==> src/rtl/acc_seq_pkg.sv <==
package acc_seq_pkg;

   localparam int ST_W  = 4;
   localparam int ALU_W = 3;
   localparam int BUS_W = 2;
   localparam int PCS_W = 2;
   localparam int KEY_W = 3;

   typedef enum logic [ST_W-1:0] {
      S_RST1  = 4'd0,
      S_RST2  = 4'd1,
      S_FETCH = 4'd2,
      S_AOPR  = 4'd3,
      S_SOPR  = 4'd4,
      S_STO1  = 4'd5,
      S_STO2  = 4'd6,
      S_STO3  = 4'd7,
      S_LD1   = 4'd8,
      S_LD2   = 4'd9,
      S_LD3   = 4'd10,
      S_BRN1  = 4'd11,
      S_BRN2  = 4'd12,
      S_JMP   = 4'd13
   } seq_state_t;

   localparam logic [ALU_W-1:0] ALU_PASS = 3'b000;
   localparam logic [ALU_W-1:0] ALU_INV  = 3'b001;
   localparam logic [ALU_W-1:0] ALU_AND  = 3'b010;
   localparam logic [ALU_W-1:0] ALU_ADD  = 3'b011;
   localparam logic [ALU_W-1:0] ALU_SHR  = 3'b100;

   localparam logic [BUS_W-1:0] BUS_IDLE = 2'b00;
   localparam logic [BUS_W-1:0] BUS_RD   = 2'b01;
   localparam logic [BUS_W-1:0] BUS_WR   = 2'b10;

   localparam logic [PCS_W-1:0] PCS_NONE = 2'b00;
   localparam logic [PCS_W-1:0] PCS_ZERO = 2'b01;
   localparam logic [PCS_W-1:0] PCS_INC  = 2'b10;
   localparam logic [PCS_W-1:0] PCS_TGT  = 2'b11;

   typedef struct packed {
      logic [ALU_W-1:0] alu;
      logic [BUS_W-1:0] bus;
      logic [PCS_W-1:0] pcs;
      logic             pc_ld;
      logic             ao_src;
      logic             ao_ld;
      logic             di_ld;
      logic             acc_ld;
      logic             edb;
   } ctrl_pts_t;

endpackage

==> src/rtl/acc_seq_state_reg.sv <==
module acc_seq_state_reg
   import acc_seq_pkg::*;
(
   input  logic            clk,
   input  logic            rst,
   input  logic [ST_W-1:0] nxt,
   output logic [ST_W-1:0] cur
);

   always_ff @(posedge clk) begin
      if (rst) cur <= S_RST1;
      else     cur <= nxt;
   end

endmodule

==> src/rtl/acc_seq_next.sv <==
module acc_seq_next
   import acc_seq_pkg::*;
(
   input  logic [ST_W-1:0]  cur,
   input  logic [KEY_W-1:0] key,
   input  logic             neg,
   output logic [ST_W-1:0]  nxt
);

   logic [ST_W-1:0] dispatch;

   always_comb begin
      case (key)
         3'b110, 3'b111: dispatch = S_AOPR;
         3'b000, 3'b001: dispatch = S_SOPR;
         3'b101:         dispatch = S_LD1;
         3'b100:         dispatch = S_STO1;
         3'b010:         dispatch = S_BRN1;
         default:        dispatch = S_JMP;
      endcase
   end

   always_comb begin
      case (cur)
         S_RST1:  nxt = S_RST2;
         S_RST2:  nxt = S_FETCH;
         S_FETCH: nxt = dispatch;
         S_LD1:   nxt = S_LD2;
         S_LD2:   nxt = S_LD3;
         S_STO1:  nxt = S_STO2;
         S_STO2:  nxt = S_STO3;
         S_BRN1:  nxt = neg ? S_BRN2 : S_FETCH;
         S_AOPR, S_SOPR, S_LD3, S_STO3, S_BRN2, S_JMP:
                  nxt = S_FETCH;
         default: nxt = S_RST1;
      endcase
   end

endmodule

==> src/rtl/acc_seq_ctrl_dec.sv <==
module acc_seq_ctrl_dec
   import acc_seq_pkg::*;
(
   input  logic [ST_W-1:0]  cur,
   input  logic [KEY_W-1:0] key,
   output ctrl_pts_t        pts
);

   always_comb begin
      pts = '{alu: ALU_PASS, bus: BUS_IDLE, pcs: PCS_NONE, default: 1'b0};
      case (cur)
         S_RST1: begin
            pts.pc_ld = 1'b1;
            pts.pcs   = PCS_ZERO;
         end
         S_RST2, S_STO3, S_BRN1: begin
            pts.ao_ld = 1'b1;
            pts.pc_ld = 1'b1;
            pts.pcs   = PCS_INC;
         end
         S_FETCH, S_LD2: begin
            pts.bus   = BUS_RD;
            pts.di_ld = 1'b1;
         end
         S_AOPR: begin
            pts.alu    = key[0] ? ALU_ADD : ALU_AND;
            pts.acc_ld = 1'b1;
            pts.ao_ld  = 1'b1;
            pts.pc_ld  = 1'b1;
            pts.pcs    = PCS_INC;
         end
         S_SOPR: begin
            pts.alu    = key[0] ? ALU_SHR : ALU_INV;
            pts.acc_ld = 1'b1;
            pts.ao_ld  = 1'b1;
            pts.pc_ld  = 1'b1;
            pts.pcs    = PCS_INC;
         end
         S_LD3: begin
            pts.alu    = ALU_PASS;
            pts.acc_ld = 1'b1;
            pts.ao_ld  = 1'b1;
            pts.pc_ld  = 1'b1;
            pts.pcs    = PCS_INC;
         end
         S_LD1, S_STO1: begin
            pts.ao_ld  = 1'b1;
            pts.ao_src = 1'b1;
         end
         S_STO2: begin
            pts.bus = BUS_WR;
            pts.edb = 1'b1;
         end
         S_BRN2, S_JMP: begin
            pts.ao_ld  = 1'b1;
            pts.ao_src = 1'b1;
            pts.pc_ld  = 1'b1;
            pts.pcs    = PCS_TGT;
         end
         default: ;
      endcase
   end

endmodule

==> src/rtl/acc_seq_ctrl.sv <==
module acc_seq_ctrl
   import acc_seq_pkg::*;
#(
   parameter int OPC_W = 5
)(
   input  logic             clk,
   input  logic             rst,
   input  logic [OPC_W-1:0] opcode,
   input  logic             acc_sign,
   output logic [2:0]       alu_op,
   output logic [1:0]       bus_op,
   output logic [1:0]       pc_sel,
   output logic             pc_load,
   output logic             ao_sel,
   output logic             ao_load,
   output logic             di_load,
   output logic             acc_load,
   output logic             edb_sel
);

   localparam int UPPER_W = OPC_W - KEY_W;

   generate
      if (OPC_W < KEY_W) begin : g_bad_opc
         $error("acc_seq_ctrl: OPC_W must be at least %0d", KEY_W);
      end
      if (UPPER_W > 16) begin : g_wide_opc
         $error("acc_seq_ctrl: OPC_W above %0d is not supported", KEY_W + 16);
      end
   endgenerate

   logic [ST_W-1:0]  st_cur;
   logic [ST_W-1:0]  st_nxt;
   logic [KEY_W-1:0] key;
   ctrl_pts_t        pts;

   assign key = opcode[KEY_W-1:0];

   acc_seq_state_reg u_reg (
      .clk (clk),
      .rst (rst),
      .nxt (st_nxt),
      .cur (st_cur)
   );

   acc_seq_next u_next (
      .cur (st_cur),
      .key (key),
      .neg (acc_sign),
      .nxt (st_nxt)
   );

   acc_seq_ctrl_dec u_dec (
      .cur (st_cur),
      .key (key),
      .pts (pts)
   );

   assign alu_op   = pts.alu;
   assign bus_op   = pts.bus;
   assign pc_sel   = pts.pcs;
   assign pc_load  = pts.pc_ld;
   assign ao_sel   = pts.ao_src;
   assign ao_load  = pts.ao_ld;
   assign di_load  = pts.di_ld;
   assign acc_load = pts.acc_ld;
   assign edb_sel  = pts.edb;

endmodule

==> config.mk <==
export PLATFORM = sky130hd
export DESIGN_NAME = acc_seq_ctrl
export DESIGN_NICKNAME = d
export VERILOG_FILES = /design/src/rtl/acc_seq_pkg.sv /design/src/rtl/acc_seq_state_reg.sv /design/src/rtl/acc_seq_next.sv /design/src/rtl/acc_seq_ctrl_dec.sv /design/src/rtl/acc_seq_ctrl.sv
export SDC_FILE = /design/constraint.sdc
export NUM_CORES = 1
export LEC_CHECK = 0
export BUFFER_PORTS_ARGS = -buffer_cell sky130_fd_sc_hd__buf_2
export CAP_MARGIN = 25
export CORE_MARGIN = 5
export CORE_UTILIZATION = 38
export DETAILED_ROUTE_END_ITERATION = 8
export PLACE_DENSITY = 0.65
export SETUP_SLACK_MARGIN = 0.5
export SLEW_MARGIN = 20
export SYNTH_ARGS = -nofsm -noshare
export SYNTH_HDL_FRONTEND = slang
export SYNTH_SLANG_ARGS = --single-unit
==> constraint.sdc <==
create_clock -name clk -period 2.9 [get_ports clk]
set_input_delay 0.145 -clock clk [delete_from_list [all_inputs] [get_ports clk]]
set_output_delay 0.145 -clock clk [all_outputs]
set_load 0.05 [all_outputs]
==> results.ini, run 1 <==
[synthesis]
synth_top_cell_area_share=0.139
yosys_register_bits=4
syn-instance-count=69
ys_seq_area_frac=0.139
yosys_warnings=0
syn_area_um2=577
async_flop_share=0
yosysTopAreaCell=dfxtp_1
syn_avg_cell_area_um2=8.36
synth_edf_count=0
yosys-top-cells-area=dfxtp_1, buf_6, nor2b_1
synth_nets=77
synth_ff_type=dfxtp_1
ys_types=33

[detailed_routing]
antenna_left=0
via_per_inst=5.56
drt_iter0_drc=18
vias=545
dr.pass1.iters=4
drc_errors=0
totalWireLength_mm=1.24
wire_per_inst_um=12.7

[cells_and_area]
final_common_cell=buf_2
final_nets=92
drive_gt1_frac=0.354
final_util=0.430
area_growth_pct=9.76
nFillCells=166
largest_reg_flops=4
design_area_um2=633
final_cells=98
n_antenna_cell=0
largestRegisters=u_reg.cur x4
top_register=u_reg.cur
final_cell_mix=buf_2, nor2_1, nor2b_1, a21oi_1, dfxtp_1

[clocking]
cts_setup_buffers=0
htreeDepth=1
clkTransAtPathRegs_ns=0.04
cts-root-buf=clkbuf_4
cts_buffers=3
cts_tree=built
hold_buffers=0
cts_resized=0
cts_buffer_depth=2
clock_latency_ns=0.24
clock_sinks=4

[floorplanning]
die_h_um=49.0
fp.dieW_um=49.0
dieArea_mm2=0.00240
start_util=0.392
io_pins=21
rows=14
core_mm2=0.00147

[placement]
dp_cells=95
dp_hpwl_um=851
io_buffers=18
gp_congestion=0.794
place_area_um2=611

[power_and_ir_drop]
power_density_mw_per_mm2=594
total_leakage_power_nw=0.290
worst_ir_drop_vdd_uv=239

[worst_hold_path]
min_path_type=in -> reg

[timing]
period_share=0.728
drv_slew=0
finClkSkew_ns=0.00145
slew_headroom=0.499
timing.setup.tns_ns=0
fmax_mhz=474
min_period_ns=2.11
finalHoldViolations=0
setup_viol=0
grt_setup_unrepaired=no
hold_ws_ns=0.173
tightest_slew_ns=0.750

[run]
maxCapViolCount=0

[critical_path]
required_ns=2.76
cp-end-kind=output pin
path_class=reg -> out
cpMaxStageDelayCell=dfxtp_1
crit_buf_inv=1
setup.worst_path.start_class=flop
path_cells=and4bb_2 -> a211oi_2 -> o211ai_1 -> buf_2
cpLargestDelayFamily=flip-flops
critical_path.max_fanout=23
cp_slowest_stage_delay_ns=0.80
crit_arrival_ns=1.97

[grt]
grt_pass1_wl_mm=2.13
grtUsageTotal=0.111
grt_max_degree=24
overflow=0
grt_pass1_vias=510
antenna_found_initial=0

[outcome]
status=completed

## path summary, 6_finish.rpt
path	cells after the start	slack, ns	endpoint	from
max	4	0.79	ao_load	u_reg.cur[2]
min	3	0.17	u_reg.cur[0]	rst
max reg2reg	3	1.28	u_reg.cur[1]	u_reg.cur[2]
min reg2reg	3	0.71	u_reg.cur[2]	u_reg.cur[0]
## layer usage
metal	global-route usage	vias up	share of wire
met5	0	-	0
met4	0.0807	0	0.010
met3	0.0245	2	0.035
met2	0.167	13	0.47
met1	0.137	246	0.48
li1	-	284	-
## per-stage QoR
stage	worst slack, ns	total power, mW
6_report	0.788	0.376
5_1_grt	0.596	0.406
4_1_cts	0.766	0.381
3_5_place_dp	1.03	0.308
3_3_place_gp	1.05	0.307
2_1_floorplan	0.984	0.282
## worst register-to-register path: cells and delay by family, from the launching register on
| family | cells | cell delay, ns |
|---|---|---|
| compound gates | 2 | 0.36 |
| simple gates | 1 | 0.32 |
| flops | 1 | 0.80 |
## kinds of logic (layout without fill, tap and decap cells)
family / Yosys count / in the layout / synth area share
compound gates: 20 / 20 / 0.254
xor+xnor: 2 / 2 / 0.0304
buf+inv: 10 / 23 / 0.152
flops: 4 / 4 / 0.139
mux: 3 / 3 / 0.0521
simple gates: 30 / 30 / 0.373
## synthesized netlist by cell type (2+ instances only)
| cell type | number |
|---|---|
| o21ai_0 | 3 |
| and4bb_2 | 2 |
| nand2b_1 | 2 |
| o211ai_1 | 2 |
| a32oi_1 | 2 |
| nand2_1 | 2 |
| nor3_1 | 2 |
| nor2_1 | 8 |
| buf_6 | 5 |
| o21a_1 | 2 |
| dfxtp_1 | 4 |
| nor2b_1 | 5 |
| and3b_1 | 2 |
| a21oi_1 | 4 |
| mux2i_1 | 3 |
| xor2_1 | 2 |
| buf_4 | 3 |
## power by group
| group | internal [mW] | switching [mW] | leakage [nW] |
|---|---|---|---|
| combinational | 0.0672 | 0.152 | 0.244 |
| clock | 0.0463 | 0.0237 | 0.0138 |
| sequential | 0.0620 | 0.0248 | 0.0328 |
## layout make-up
type	count	area (um2)	area share
clock buffers	3	22.5	0.0356
inverters	1	3.75	0.00593
multi-input cells	55	409	0.646
flip-flops and latches	4	80.1	0.126
well taps	16	20.0	0.0316
repair buffers	19	97.6	0.154
(Power assumes the default switching activity.)
==> run 2: changes to the inputs <==
- clock period: 2.9 -> 2.15 ns (I/O delays scaled with it)
==> run 2 against run 1 <==
Clock power rose by 27%. Sequential share of layout area grew 0.64 points. Critical path depth unchanged. Largest power group unchanged. Clock-buffer cell count stayed put. Die area unchanged.
==> results.ini, run 2 (synthesis gave the netlist of run 1 again) <==
[critical_path]
required_ns=2.04
cp-end-kind=output pin
path_cells=and4bb_2 -> a211oi_4 -> o211ai_1 -> clkbuf_4
setup.worst_path.start_class=flop
crit_arrival_ns=1.48
cpMaxStageDelayCell=dfxtp_4
cp_slowest_stage_delay_ns=0.41
reg2reg_depth=4
critical_path.max_fanout=13
path_class=reg -> out

[clocking]
htreeDepth=1
cts_buffers=3
cts-root-buf=clkbuf_4
clkTransAtPathRegs_ns=0.04
clock_latency_ns=0.23
cts_buffer_depth=2
cts_tree=built
clock_sinks=4

[detailed_routing]
dr.pass1.iters=4
totalWireLength_mm=1.35
wire_per_inst_um=13.3
vias=554
drc_errors=0
drt_iter0_drc=8
via_per_inst=5.49
antenna_left=0

[grt]
antenna_found_initial=0
grtUsageTotal=0.110
overflow=0
grt_max_degree=18
grt_pass1_vias=543
grt_pass1_wl_mm=2.16

[floorplanning]
dieArea_mm2=0.00240
start_util=0.392
die_h_um=49.0
io_pins=21
core_mm2=0.00147
fp.dieW_um=49.0
rows=14

[timing]
slew_headroom=0.819
finClkSkew_ns=0.00109
grt_setup_unrepaired=yes
worst_slack_ns=0.567
tightest_slew_ns=0.271
timing.setup.tns_ns=0
finalHoldViolations=0
hold_ws_ns=0.136
fmax_mhz=632
drv_slew=0
min_period_ns=1.58
period_share=0.736
setup_viol=0

[cells_and_area]
area_growth_pct=24.1
final_cell_mix=buf_2, nor2_1, clkbuf_4, nor2b_1
final_nets=95
largestRegisters=u_reg.cur x4
final_common_cell=buf_2
final_util=0.486
drive_gt1_frac=0.459
largest_reg_flops=4
top_register=u_reg.cur
n_antenna_cell=0

[power_and_ir_drop]
power_density_mw_per_mm2=749
worst_ir_drop_vdd_uv=306
total_leakage_power_nw=0.325

[worst_hold_path]
holdPathStages=3
min_path_type=in -> reg

[run]
maxCapViolCount=0

[placement]
gp_congestion=0.749
io_buffers=18
dp_slack_ns=0.572
dp_hpwl_um=957

[outcome]
status=completed

run 2: cell count changes in the layout (fill, tap and decap cells not counted), moves of 3 or more:
cell / change
clkbuf_4: +3
buf_2: -4
dfxtp_1: -4
buf_4: +3
dfxtp_4: +4
run 2: report_power, final:
part | leakage [nW] | switching (mW) | internal [mW]
Combinational | 0.276 | 0.216 | 0.112
Sequential | 0.0356 | 0.0335 | 0.0862
Clock | 0.0138 | 0.0265 | 0.0622
Total | 0.325 | 0.276 | 0.260
run 2: final cells by class:
type                            count  area (um2)
Fill cell                         147         756
Multi-Input combinational cell     55         440
Timing Repair Buffer               22         134
Sequential cell                     4        95.1
Clock buffer                        3        22.5
Tap cell                           16        20.0
Inverter                            1        3.75
run 2: path summary, 6_finish.rpt:
| check | startpoint | to | slack, ns |
|---|---|---|---|
| min | rst | u_reg.cur[0] | 0.14 |
| min reg2reg | u_reg.cur[2] | u_reg.cur[2] | 0.67 |
| max | u_reg.cur[2] | ao_load | 0.57 |
| max reg2reg | u_reg.cur[2] | u_reg.cur[1] | 0.86 |
run 2: per-layer routing:
metal	up-vias	part of all wire	global-route usage
li1	284	-	-
met1	259	0.45	0.137
met2	11	0.51	0.174
met3	0	0.033	0.00917
met4	0	0	0.0807
met5	-	0	0
run 2: worst max-delay path, delay by kind of cell, from the launching register on:
kind | cells | cell delay, ns
buffers and inverters | 1 | 0.22
and+or+nand+nor | 1 | 0.27
AOI/OAI and AO/OA | 2 | 0.34
DFF | 1 | 0.41
run 2: timing repair:
item	CTS	global route
gates resized for setup	5	10
buffers inserted	1	0
endpoints found under the setup margin	11	5
pin swaps	0	0
hold buffers	0	0
run 2: per-stage QoR:
step | total power, mW | cell area (um2) | instances
6_report | 0.536 | 716 | 101
5_1_grt | 0.573 | 716 | 101
4_1_cts | 0.522 | 674 | 101
3_5_place_dp | 0.425 | 636 | 97
3_3_place_gp | 0.422 | 636 | 97
2_1_floorplan | 0.383 | 587 | 69
==> run 3: changes to the inputs <==
- clock period: 2.15 -> 1.5 ns (I/O delays scaled with it)
==> run 3 against run 2 <==
Clock-buffer cell count increased by 1. Non-clock buffer count up 18. Setup slack worse by 0.60 ns. Die area unchanged. The run now ends with setup timing left. Sequential power grew 28%. Power is 110% higher. Cell area increased by 58%. Hold slack worse by 0.016 ns. First-iteration DRC count increased by 63%. Sequential share of layout area is 5.1 points lower. Sequential cell count stayed put. Largest cell class unchanged.
==> results.ini, run 3 (synthesis gave the netlist of run 1 again) <==
[timing]
finClkSkew_ns=0.0134
period_share=1.03
min_period_ns=1.54
finalHoldViolations=0
hold_ws_ns=0.119
tightest_slew_ns=0.316
fmax_mhz=650
setup_viol=2
slew_headroom=0.788
worst_slack_ns=-0.0379
drv_slew=0
grt_setup_unrepaired=yes

[cells_and_area]
top_register=u_reg.cur
largestRegisters=u_reg.cur x4
n_antenna_cell=0
nFillCells=105
area_growth_pct=96.3
final_nets=113
final_cells=120
seq_area_um2=92.6
final_cell_mix=buf_6, buf_4, nor2_1, buf_2, buf_8
drive_gt1_frac=0.702
multi_input_area_um2=562
largest_reg_flops=4
final_common_cell=buf_6

[critical_path]
r2r-end=u_reg.cur[1]
path_class=reg -> out
required_ns=1.42
r2r-start=u_reg.cur[2]
critical_path.max_fanout=7
worstSetupStartpoint=u_reg.cur[2]
setup.worst_path.start_class=flop
r2r_setup_slack_ns=0.09
cp-end-kind=output pin
crit_end=ao_load
reg2reg_depth=5
crit_arrival_ns=1.46

[placement]
dp_cells=101
io_buffers=18
gp_congestion=0.809
dp_hpwl_mm=1.02

[floorplanning]
core_mm2=0.00147
dieArea_mm2=0.00240
io_pins=21
rows=14
start_util=0.392
die_h_um=49.0
fp.dieW_um=49.0

[detailed_routing]
via_per_inst=5.62
wire_per_inst_um=17.5
totalWireLength_mm=2.10
drc_errors=0
dr.pass1.iters=4
antenna_left=0
drt_iter0_drc=13
vias=674

[grt]
antenna_found_initial=0
grt_max_degree=13
grtUsageTotal=0.153
overflow=0
grt_pass1_vias=679
grt_pass1_wl_mm=2.99

[clocking]
clock_sinks=4
cts_tree=built
cts-root-buf=clkbuf_4
htreeDepth=1
cts_buffer_depth=2
clock_latency_ns=0.24
cts_buffers=3
clkTransAtPathRegs_ns=0.05

[power_and_ir_drop]
total_leakage_power_nw=0.480
power_density_mw_per_mm2=974
worst_ir_drop_vdd_uv=579

[worst_hold_path]
min_path_type=in -> reg
holdPathStages=3

[outcome]
status=finished, violations left
violations=setup timing

[run]
maxCapViolCount=0

[run 3: changes by cell type in the layout (fill, tap and decap cells not counted), moves of 3 or more]
cell / change
buf_6: +13
clkbuf_4: -3
buf_8: +5
buf_2: -9
a21oi_1: -4
a21oi_2: +4
buf_4: +9
[run 3: worst min path at each step]
stage	start	end	slack, ns
floorplan	rst	u_reg.cur[0]	0.23
detailed placement	rst	u_reg.cur[0]	0.35
finish	rst	u_reg.cur[2]	0.12
global route	rst	u_reg.cur[2]	0.12
global placement	rst	u_reg.cur[0]	0.36
CTS	rst	u_reg.cur[0]	0.10
[run 3: stage by stage]
| stage | setup slack (ns) | power [mW] | TNS (ns) | instance area [um2] | utilization |
|---|---|---|---|---|---|
| after floorplan | -0.0839 | 0.568 | -0.250 | 631 | - |
| after global placement | 0.115 | 0.635 | 0 | 692 | 0.470 |
| after detailed placement | 0.0932 | 0.640 | 0 | 692 | 0.470 |
| after CTS | -0.00765 | 0.986 | -0.00765 | 1010 | 0.684 |
| after global routing | -0.123 | 1.16 | -0.360 | 1130 | 0.770 |
| final | -0.0379 | 1.10 | -0.0557 | 1130 | 0.770 |
[run 3: worst max-delay path: stages, from the launching register on]
cell and delay (ns):
dfxtp_4 0.39, and4bb_2 0.27, a211oi_4 0.20, o211ai_1 0.15, buf_4 0.22
[run 3: metal layers]
layer  GRT usage  wire length (um)  vias to the layer above
li1            -                 -                      325
met1       0.169               745                      331
met2       0.296              1250                       16
met3     0.00306                78                        2
met4      0.0673                20                        0
met5           0                 0                        -
[run 3: report_power, final]
group	switching (mW)	internal (mW)
sequential	0.0309	0.122
combinational	0.432	0.368
clock	0.0499	0.100
[run 3: what timing repair did]
action                                  in CTS  in global routing
resized for setup                           49                 19
hold buffers                                 0                  0
endpoints found under the setup margin      17                 17
setup buffers                               11                  3
pin swaps                                    8                 11
gates cloned                                 1                  0
[run 3: layout make-up]
cell class                      instances  area share
Sequential cell                         4      0.0818
Timing Repair Buffer                   40       0.378
Inverter                                1     0.00331
Clock buffer                            4      0.0232
Tap cell                               16      0.0177
Multi-Input combinational cell         55       0.496
